--- src/rtl/seg_pkg.sv ---
package seg_pkg;
    localparam int NCOMP = 3;

    typedef enum logic [1:0] {
        DV_IDLE,
        DV_LOAD,
        DV_SHIFT,
        DV_STORE
    } div_state_e;
endpackage

--- src/rtl/seg_absdiff.sv ---
module seg_absdiff #(
    parameter int CW = 8,
    parameter int NC = 3
) (
    input  logic             clk,
    input  logic             rst_n,
    input  logic             vld_i,
    input  logic             fs_i,
    input  logic             rs_i,
    input  logic [NC*CW-1:0] live_i,
    input  logic [NC*CW-1:0] bg_i,
    output logic             vld_q,
    output logic             fs_q,
    output logic             rs_q,
    output logic [NC*CW-1:0] diff_q
);
    always_ff @(posedge clk or negedge rst_n) begin
        if (!rst_n) begin
            vld_q <= 1'b0;
            fs_q  <= 1'b0;
            rs_q  <= 1'b0;
        end else begin
            vld_q <= vld_i;
            fs_q  <= fs_i;
            rs_q  <= rs_i;
        end
    end

    for (genvar c = 0; c < NC; c++) begin : g_comp
        logic [CW-1:0] a_w, b_w;
        assign a_w = live_i[c*CW +: CW];
        assign b_w = bg_i[c*CW +: CW];
        always_ff @(posedge clk or negedge rst_n) begin
            if (!rst_n)
                diff_q[c*CW +: CW] <= '0;
            else
                diff_q[c*CW +: CW] <= (a_w > b_w) ? (a_w - b_w) : (b_w - a_w);
        end
    end
endmodule

--- src/rtl/seg_mean_acc.sv ---
module seg_mean_acc #(
    parameter int CW    = 8,
    parameter int NC    = 3,
    parameter int CNT_W = 21,
    parameter int ACC_W = 29
) (
    input  logic                clk,
    input  logic                rst_n,
    input  logic                vld_i,
    input  logic                fs_i,
    input  logic [NC*CW-1:0]    diff_i,
    output logic [NC*ACC_W-1:0] sum_o,
    output logic [CNT_W-1:0]    cnt_o,
    output logic                frame_end_o
);
    logic [CNT_W-1:0] cnt_q;

    assign cnt_o       = cnt_q;
    assign frame_end_o = fs_i;

    always_ff @(posedge clk or negedge rst_n) begin
        if (!rst_n)
            cnt_q <= '0;
        else if (fs_i)
            cnt_q <= vld_i ? CNT_W'(1) : '0;
        else if (vld_i)
            cnt_q <= cnt_q + CNT_W'(1);
    end

    for (genvar c = 0; c < NC; c++) begin : g_acc
        logic [ACC_W-1:0] acc_q;
        logic [ACC_W-1:0] add_w;
        assign add_w = ACC_W'(diff_i[c*CW +: CW]);
        assign sum_o[c*ACC_W +: ACC_W] = acc_q;
        always_ff @(posedge clk or negedge rst_n) begin
            if (!rst_n)
                acc_q <= '0;
            else if (fs_i)
                acc_q <= vld_i ? add_w : '0;
            else if (vld_i)
                acc_q <= acc_q + add_w;
        end
    end
endmodule

--- src/rtl/seg_div_fsm.sv ---
module seg_div_fsm
    import seg_pkg::*;
#(
    parameter int CW    = 8,
    parameter int NC    = 3,
    parameter int CNT_W = 21,
    parameter int ACC_W = 29
) (
    input  logic                clk,
    input  logic                rst_n,
    input  logic                start_i,
    input  logic [NC*ACC_W-1:0] sum_i,
    input  logic [CNT_W-1:0]    cnt_i,
    output logic [NC*CW-1:0]    thr_o,
    output logic                thr_ok_o,
    output logic                busy_o
);
    localparam int IDX_W  = (NC > 1) ? $clog2(NC) : 1;
    localparam int STEP_W = $clog2(ACC_W + 1);

    div_state_e state_q, state_d;

    logic [NC-1:0][ACC_W-1:0] sums_q;
    logic [CNT_W-1:0]         dvsr_q;
    logic [IDX_W-1:0]         idx_q;
    logic [ACC_W-1:0]         dvd_q;
    logic [ACC_W-1:0]         quo_q;
    logic [CNT_W:0]           rem_q;
    logic [STEP_W-1:0]        step_q;
    logic [NC-1:0][CW-1:0]    thr_q;
    logic                     thr_ok_q;

    logic [CNT_W:0] rem_sh_w;
    logic           fits_w;
    logic           last_step_w;
    logic           last_comp_w;

    assign rem_sh_w    = {rem_q[CNT_W-1:0], dvd_q[ACC_W-1]};
    assign fits_w      = rem_sh_w >= {1'b0, dvsr_q};
    assign last_step_w = step_q == STEP_W'(ACC_W - 1);
    assign last_comp_w = idx_q == IDX_W'(NC - 1);

    assign thr_o    = thr_q;
    assign thr_ok_o = thr_ok_q;
    assign busy_o   = state_q != DV_IDLE;

    always_ff @(posedge clk or negedge rst_n) begin
        if (!rst_n) state_q <= DV_IDLE;
        else        state_q <= state_d;
    end

    always_comb begin
        state_d = state_q;
        unique case (state_q)
            DV_IDLE:  if (start_i && cnt_i != '0) state_d = DV_LOAD;
            DV_LOAD:  state_d = DV_SHIFT;
            DV_SHIFT: if (last_step_w) state_d = DV_STORE;
            DV_STORE: state_d = last_comp_w ? DV_IDLE : DV_LOAD;
            default:  state_d = DV_IDLE;
        endcase
    end

    always_ff @(posedge clk or negedge rst_n) begin
        if (!rst_n) begin
            sums_q   <= '0;
            dvsr_q   <= '0;
            idx_q    <= '0;
            dvd_q    <= '0;
            quo_q    <= '0;
            rem_q    <= '0;
            step_q   <= '0;
            thr_q    <= '0;
            thr_ok_q <= 1'b0;
        end else begin
            unique case (state_q)
                DV_IDLE: begin
                    if (start_i && cnt_i != '0) begin
                        sums_q <= sum_i;
                        dvsr_q <= cnt_i;
                        idx_q  <= '0;
                    end
                end
                DV_LOAD: begin
                    dvd_q  <= sums_q[idx_q];
                    quo_q  <= '0;
                    rem_q  <= '0;
                    step_q <= '0;
                end
                DV_SHIFT: begin
                    rem_q  <= fits_w ? (rem_sh_w - {1'b0, dvsr_q}) : rem_sh_w;
                    quo_q  <= {quo_q[ACC_W-2:0], fits_w};
                    dvd_q  <= {dvd_q[ACC_W-2:0], 1'b0};
                    step_q <= step_q + STEP_W'(1);
                end
                DV_STORE: begin
                    thr_q[idx_q] <= quo_q[CW-1:0];
                    idx_q        <= idx_q + IDX_W'(1);
                    if (last_comp_w) thr_ok_q <= 1'b1;
                end
                default: ;
            endcase
        end
    end
endmodule

--- src/rtl/seg_thresh.sv ---
module seg_thresh #(
    parameter int CW = 8,
    parameter int NC = 3
) (
    input  logic             clk,
    input  logic             rst_n,
    input  logic             vld_i,
    input  logic             fs_i,
    input  logic             rs_i,
    input  logic [NC*CW-1:0] diff_i,
    input  logic [NC*CW-1:0] thr_i,
    input  logic             thr_ok_i,
    input  logic [CW-1:0]    dflt_i,
    output logic             vld_q,
    output logic             fs_q,
    output logic             rs_q,
    output logic             fg_q
);
    logic [NC-1:0] hit_w;

    for (genvar c = 0; c < NC; c++) begin : g_cmp
        logic [CW-1:0] lim_w;
        assign lim_w    = thr_ok_i ? thr_i[c*CW +: CW] : dflt_i;
        assign hit_w[c] = diff_i[c*CW +: CW] > lim_w;
    end

    always_ff @(posedge clk or negedge rst_n) begin
        if (!rst_n) begin
            vld_q <= 1'b0;
            fs_q  <= 1'b0;
            rs_q  <= 1'b0;
            fg_q  <= 1'b0;
        end else begin
            vld_q <= vld_i;
            fs_q  <= fs_i;
            rs_q  <= rs_i;
            fg_q  <= vld_i & (|hit_w);
        end
    end
endmodule

--- src/rtl/frame_seg_top.sv ---
module frame_seg_top #(
    parameter int CW    = 8,
    parameter int IMG_W = 1280,
    parameter int IMG_H = 1024
) (
    input  logic                            clk,
    input  logic                            rst_n,
    input  logic [CW-1:0]                   dflt_thr,
    input  logic                            pix_vld_i,
    input  logic                            fsync_i,
    input  logic                            rsync_i,
    input  logic [seg_pkg::NCOMP*CW-1:0]    live_rgb_i,
    input  logic [seg_pkg::NCOMP*CW-1:0]    bg_rgb_i,
    output logic                            pix_vld_o,
    output logic                            fsync_o,
    output logic                            rsync_o,
    output logic                            fg_o
);
    localparam int NC    = seg_pkg::NCOMP;
    localparam int NPIX  = IMG_W * IMG_H;
    localparam int CNT_W = $clog2(NPIX + 1);
    localparam int ACC_W = CW + CNT_W;

    logic               s1_vld, s1_fs, s1_rs;
    logic [NC*CW-1:0]   s1_diff;
    logic [NC*ACC_W-1:0] fr_sum;
    logic [CNT_W-1:0]   fr_cnt;
    logic               fr_end;
    logic [NC*CW-1:0]   thr_w;
    logic               thr_ok_w;
    logic               div_busy;

    seg_absdiff #(.CW(CW), .NC(NC)) u_diff (
        .clk(clk), .rst_n(rst_n),
        .vld_i(pix_vld_i), .fs_i(fsync_i), .rs_i(rsync_i),
        .live_i(live_rgb_i), .bg_i(bg_rgb_i),
        .vld_q(s1_vld), .fs_q(s1_fs), .rs_q(s1_rs), .diff_q(s1_diff)
    );

    seg_mean_acc #(.CW(CW), .NC(NC), .CNT_W(CNT_W), .ACC_W(ACC_W)) u_acc (
        .clk(clk), .rst_n(rst_n),
        .vld_i(s1_vld), .fs_i(s1_fs), .diff_i(s1_diff),
        .sum_o(fr_sum), .cnt_o(fr_cnt), .frame_end_o(fr_end)
    );

    seg_div_fsm #(.CW(CW), .NC(NC), .CNT_W(CNT_W), .ACC_W(ACC_W)) u_div (
        .clk(clk), .rst_n(rst_n),
        .start_i(fr_end), .sum_i(fr_sum), .cnt_i(fr_cnt),
        .thr_o(thr_w), .thr_ok_o(thr_ok_w), .busy_o(div_busy)
    );

    seg_thresh #(.CW(CW), .NC(NC)) u_thr (
        .clk(clk), .rst_n(rst_n),
        .vld_i(s1_vld), .fs_i(s1_fs), .rs_i(s1_rs), .diff_i(s1_diff),
        .thr_i(thr_w), .thr_ok_i(thr_ok_w), .dflt_i(dflt_thr),
        .vld_q(pix_vld_o), .fs_q(fsync_o), .rs_q(rsync_o), .fg_q(fg_o)
    );
endmodule

--- config.mk ---
export PLATFORM = sky130hd
export DESIGN_NAME = frame_seg_top
export DESIGN_NICKNAME = d
export VERILOG_FILES = /design/src/rtl/seg_pkg.sv /design/src/rtl/seg_absdiff.sv /design/src/rtl/seg_mean_acc.sv /design/src/rtl/seg_div_fsm.sv /design/src/rtl/seg_thresh.sv /design/src/rtl/frame_seg_top.sv
export SDC_FILE = /design/constraint.sdc
export NUM_CORES = 1
export LEC_CHECK = 0
export ABC_AREA = 0
export BUFFER_PORTS_ARGS = -buffer_cell sky130_fd_sc_hd__buf_2
export CAP_MARGIN = 15
export CORE_AREA = 5 5 222 170
export CTS_CLUSTER_DIAMETER = 30
export DETAILED_ROUTE_END_ITERATION = 16
export DIE_AREA = 0 0 227 175
export GPL_ROUTABILITY_DRIVEN = 0
export PLACE_DENSITY_LB_ADDON = 0.05
export SLEW_MARGIN = 20
export SYNTH_ARGS = -nofsm -noshare
export SYNTH_HDL_FRONTEND = slang
export SYNTH_SLANG_ARGS = --single-unit
--- constraint.sdc ---
create_clock -name clk -period 2.9 [get_ports clk]
set_input_delay 0.145 -clock clk [delete_from_list [all_inputs] [get_ports clk]]
set_output_delay 0.145 -clock clk [all_outputs]
set_load 0.005 [all_outputs]
==> results.cfg <==
[worst_setup_path]
cp_common_cell = dlygate4sd3_1
r2r-start = u_diff.diff_q[1]
critical_path.max_stage_delay_ns = 0.54
criticalPathCategory = primary input to flip-flop
cp-end-kind = flip-flop
worstSetupStartpointType = primary input
crit_chain = dlygate4sd3_1 > buf_2 > ha_1 > dlygate4sd3_1 > inv_1 > or4_1 > o31ai_1 > buf_4 > mux2i_1 > xor2_1
cp_slowest_cell = or4_1
critPathBufInv = 5
cp_top_family = buffers and inverters
worst-path-max-fanout = 10
ff2ff_setup_slack_ns = 0.16
crit_required_ns = 3.33
crit_start = bg_rgb_i[0]
arrival_ns = 3.24

[yosys]
ys_seq_elements = 339
syn_nets = 2082
synth-async-reset-ratio_pct = 100.0
synth_edf_count = 0
ys.flop_type = dfrtp_1
synth.avg_cell_area_um2 = 10.15
yosys_warnings = 0
synth_area_um2 = 19150
ys_seq_area_share_pct = 44.30
postSynthCellCount = 1887
synth_cell_types = 71

[routing]
initialDrtViolationCount = 1078
met1Wirelength_um = 23600
routed_via_density = 5.669
drc = 0
top_layer = met5
routed-via-count = 14380
drt-total-wl_um = 45950
firstDrtPassIters = 5
drtAntennaViolNets = 0
drt-wirelength-per-cell_um = 18.12
routed-wl-met2_um = 18960
met3WireLength_um = 2679

[die]
pin_count = 65
rows = 60
die_w_um = 227
die_area_um2 = 39730
core_um2 = 35360
start_util_pct = 54.16
die_h_um = 175

[global_routing]
grt_pass1_wl_um = 76580
antenna_found_initial = 1
grt_remaining_overflow = 0
gr-usage-all-layers_pct = 23.81
first_global_vias = 14320
grt_max_degree = 87

[finish]
stdcell_count = 2536
drive_gt1_share_pct = 18.88
multiInputGateArea_um2 = 9816
fillers = 2801
area_growth_pct = 19.18
diodes = 0
finalNetCount = 2213
seq_area_um2 = 8488

[pwr]
power_density_nw_per_um2 = 1041
p_leak_nw = 10.78
ir_drop_v = 0.001024
pwr-share-clk_pct = 33.5
p_comb_share_pct = 40.0
intPower_mw = 15.06
p_sw_mw = 8.695
p_sw_share_pct = 36.60
pwr-share-seq_pct = 26.5
design_power_total_mw = 23.76

[sta]
finalHoldViolCount = 0
final_max_slew_viol_count = 0
whs_ns = 0.01998
rsz0062_at_grt = no
slew_headroom_pct = 44.75
fin_skew_ns = 0.02096
worst_pin_slew_ns = 0.8273
setup_tns_ns = 0
max_freq_mhz = 356.1
min_period_over_period_pct = 96.85
setup_viol = 0
layout_min_cycle_time_ns = 2.809

[flow_run]
max-cap-violations = 0

[place]
place_inst = 2387
port-buffer-count = 64
hpwl_um = 32860

[cts]
cts_tree = yes
cts_buffer_depth = 3
clk_pin_slew_worst_paths_ns = 0.05
root_buffer = clkbuf_16
worstSkewPairLatency_ns = 0.57
post_cts_buffers = 0
cts_made_buffers = 72
htreeDepth = 3
clkSinkCount = 339

[min_path]
hp-start = bg_rgb_i[10]
min_path_type = primary input to flip-flop

[status]
status = complete, no violations
[final timing paths]
path / endpoint / cells after the start
min in group asynchronous: u_thr.rs_q / 2
worst max register to register: u_acc.g_acc[0].acc_q[17] / 9
worst min register to register: u_thr.rs_q / 0
worst max-delay path: u_diff.diff_q[2] / 10
max in group asynchronous: u_acc.g_acc[1].acc_q[20] / 3
worst min-delay path: u_diff.diff_q[10] / 3
[layer usage]
metal | vias up | GRT usage, %
li1 | 6945 | -
met1 | 7044 | 37.70
met2 | 321 | 32.83
met3 | 63 | 5.811
met4 | 4 | 5.430
met5 | - | 0
[cell usage after synthesis, types with 11 or more instances]
| cell | number | area share [%] |
|---|---|---|
| xor2_1 | 63 | 2.9 |
| nand3_1 | 39 | 1.0 |
| o211ai_1 | 35 | 1.4 |
| a21oi_1 | 97 | 2.5 |
| inv_1 | 143 | 2.8 |
| nand2b_1 | 22 | 0.72 |
| or3_1 | 16 | 0.52 |
| o21ai_0 | 156 | 4.1 |
| mux2_2 | 134 | 7.9 |
| nor2_1 | 109 | 2.1 |
| a221o_1 | 29 | 1.5 |
| nand4_1 | 32 | 1.0 |
| mux2i_1 | 46 | 2.4 |
| ha_1 | 124 | 8.1 |
| nand2_1 | 140 | 2.7 |
| buf_2 | 13 | 0.34 |
| clkbuf_1 | 52 | 1.0 |
| buf_1 | 11 | 0.22 |
| and3_1 | 18 | 0.59 |
| xnor2_1 | 59 | 2.7 |
| nor3_1 | 12 | 0.31 |
| dfrtp_1 | 339 | 44 |
| nor2b_1 | 34 | 1.1 |
| a21o_1 | 27 | 1.1 |
[through the flow]
step | util (%) | setup slack (ns) | cell area, um^2
2_1_floorplan | - | 0.2953 | 19150
3_3_place_gp | 57.13 | 0.03671 | 20200
3_5_place_dp | 57.13 | 0.009807 | 20200
4_1_cts | 64.52 | 0.005480 | 22810
5_1_grt | 64.55 | 0.009215 | 22820
6_report | 64.55 | 0.09140 | 22820
[worst register-to-register path: cells and delay by family (launching register included)]
family          cells  cell delay, ns
compound gates      4            1.25
xor+xnor            1            0.17
fa+ha+maj           1            0.32
flops               1            0.43
simple gates        3            0.44
[power by group through the flow]
stage,sequential [mW],combinational [mW],clock [mW]
after detailed placement,6.34,9.37,0
after CTS,6.28,9.47,8.11
after global routing,6.39,10.6,8.37
after floorplan,6.02,7.33,0
final,6.29,9.50,7.96
after global placement,6.32,9.20,0
[layout make-up]
type	instances	share of cell area, %
Clock buffer	91	8.832
Clock inverter	36	1.650
Inverter	145	2.385
Multi-Input combinational cell	1324	43.01
Sequential cell	339	37.19
Tap cell	465	2.549
Timing Repair Buffer	136	4.386
[repair_timing]
action / CTS / global route
endpoints found under the setup margin: 0 / 10
endpoints found under the hold margin: 90 / 0
gates resized for setup: 0 / 4
hold buffers: 22 / 0
[cell families (layout without fill, tap and decap cells)]
family	after synthesis	in the layout	synth area share (%)
xor+xnor	122	122	5.580
buf+inv	224	408	4.554
mux	180	180	10.28
fa+ha+maj	134	134	9.147
simple gates	461	461	11.87
flops	339	339	44.30
compound gates	427	427	14.27
[placed cells by master, fill, tap and decap left out, drive strengths merged, types with 4 or more instances in the layout]
master,Yosys,layout
xor2,63,63
xnor2,59,59
o21bai,4,4
nor4,6,6
a211oi,7,7
ha,124,124
bufinv,0,4
and4,11,11
mux2,134,134
a22o,4,4
nand2b,22,22
a21boi,5,5
a221o,29,29
a21oi,98,98
nand4,33,33
buf,27,114
nor3,12,12
nand2,140,140
dlygate4sd3,0,22
clkbuf,52,91
a32oi,5,5
dfrtp,339,339
clkinv,2,17
a21o,27,27
a31oi,11,11
nand3,39,39
nor2,110,110
o21ai,158,158
o211ai,35,35
o21a,4,4
o2bb2ai,10,10
or3,16,16
fa,10,10
mux2i,46,46
and3,18,18
inv,143,152
o31ai,9,9
clkinvlp,0,8
and2,9,9
nor2b,34,34
[sequential cells by signal, summed over array words and instances (netlist names)]
register	cells
u_acc.g_acc.acc_q	87
u_div.sums_q	87
u_div.dvd_q	29
u_diff.diff_q	24
u_div.thr_o	24
u_acc.cnt_o	21
u_div.dvsr_q	21
u_div.rem_q	21
u_div.quo_q	8
u_div.step_q	5
u_div.idx_q	2
u_div.state_q	2
u_diff.fs_q	1
u_diff.rs_q	1
u_diff.vld_q	1
u_div.thr_ok_o	1
u_thr.fg_q	1
u_thr.fs_q	1
u_thr.rs_q	1
u_thr.vld_q	1
Power figures use the tool's default switching activity.
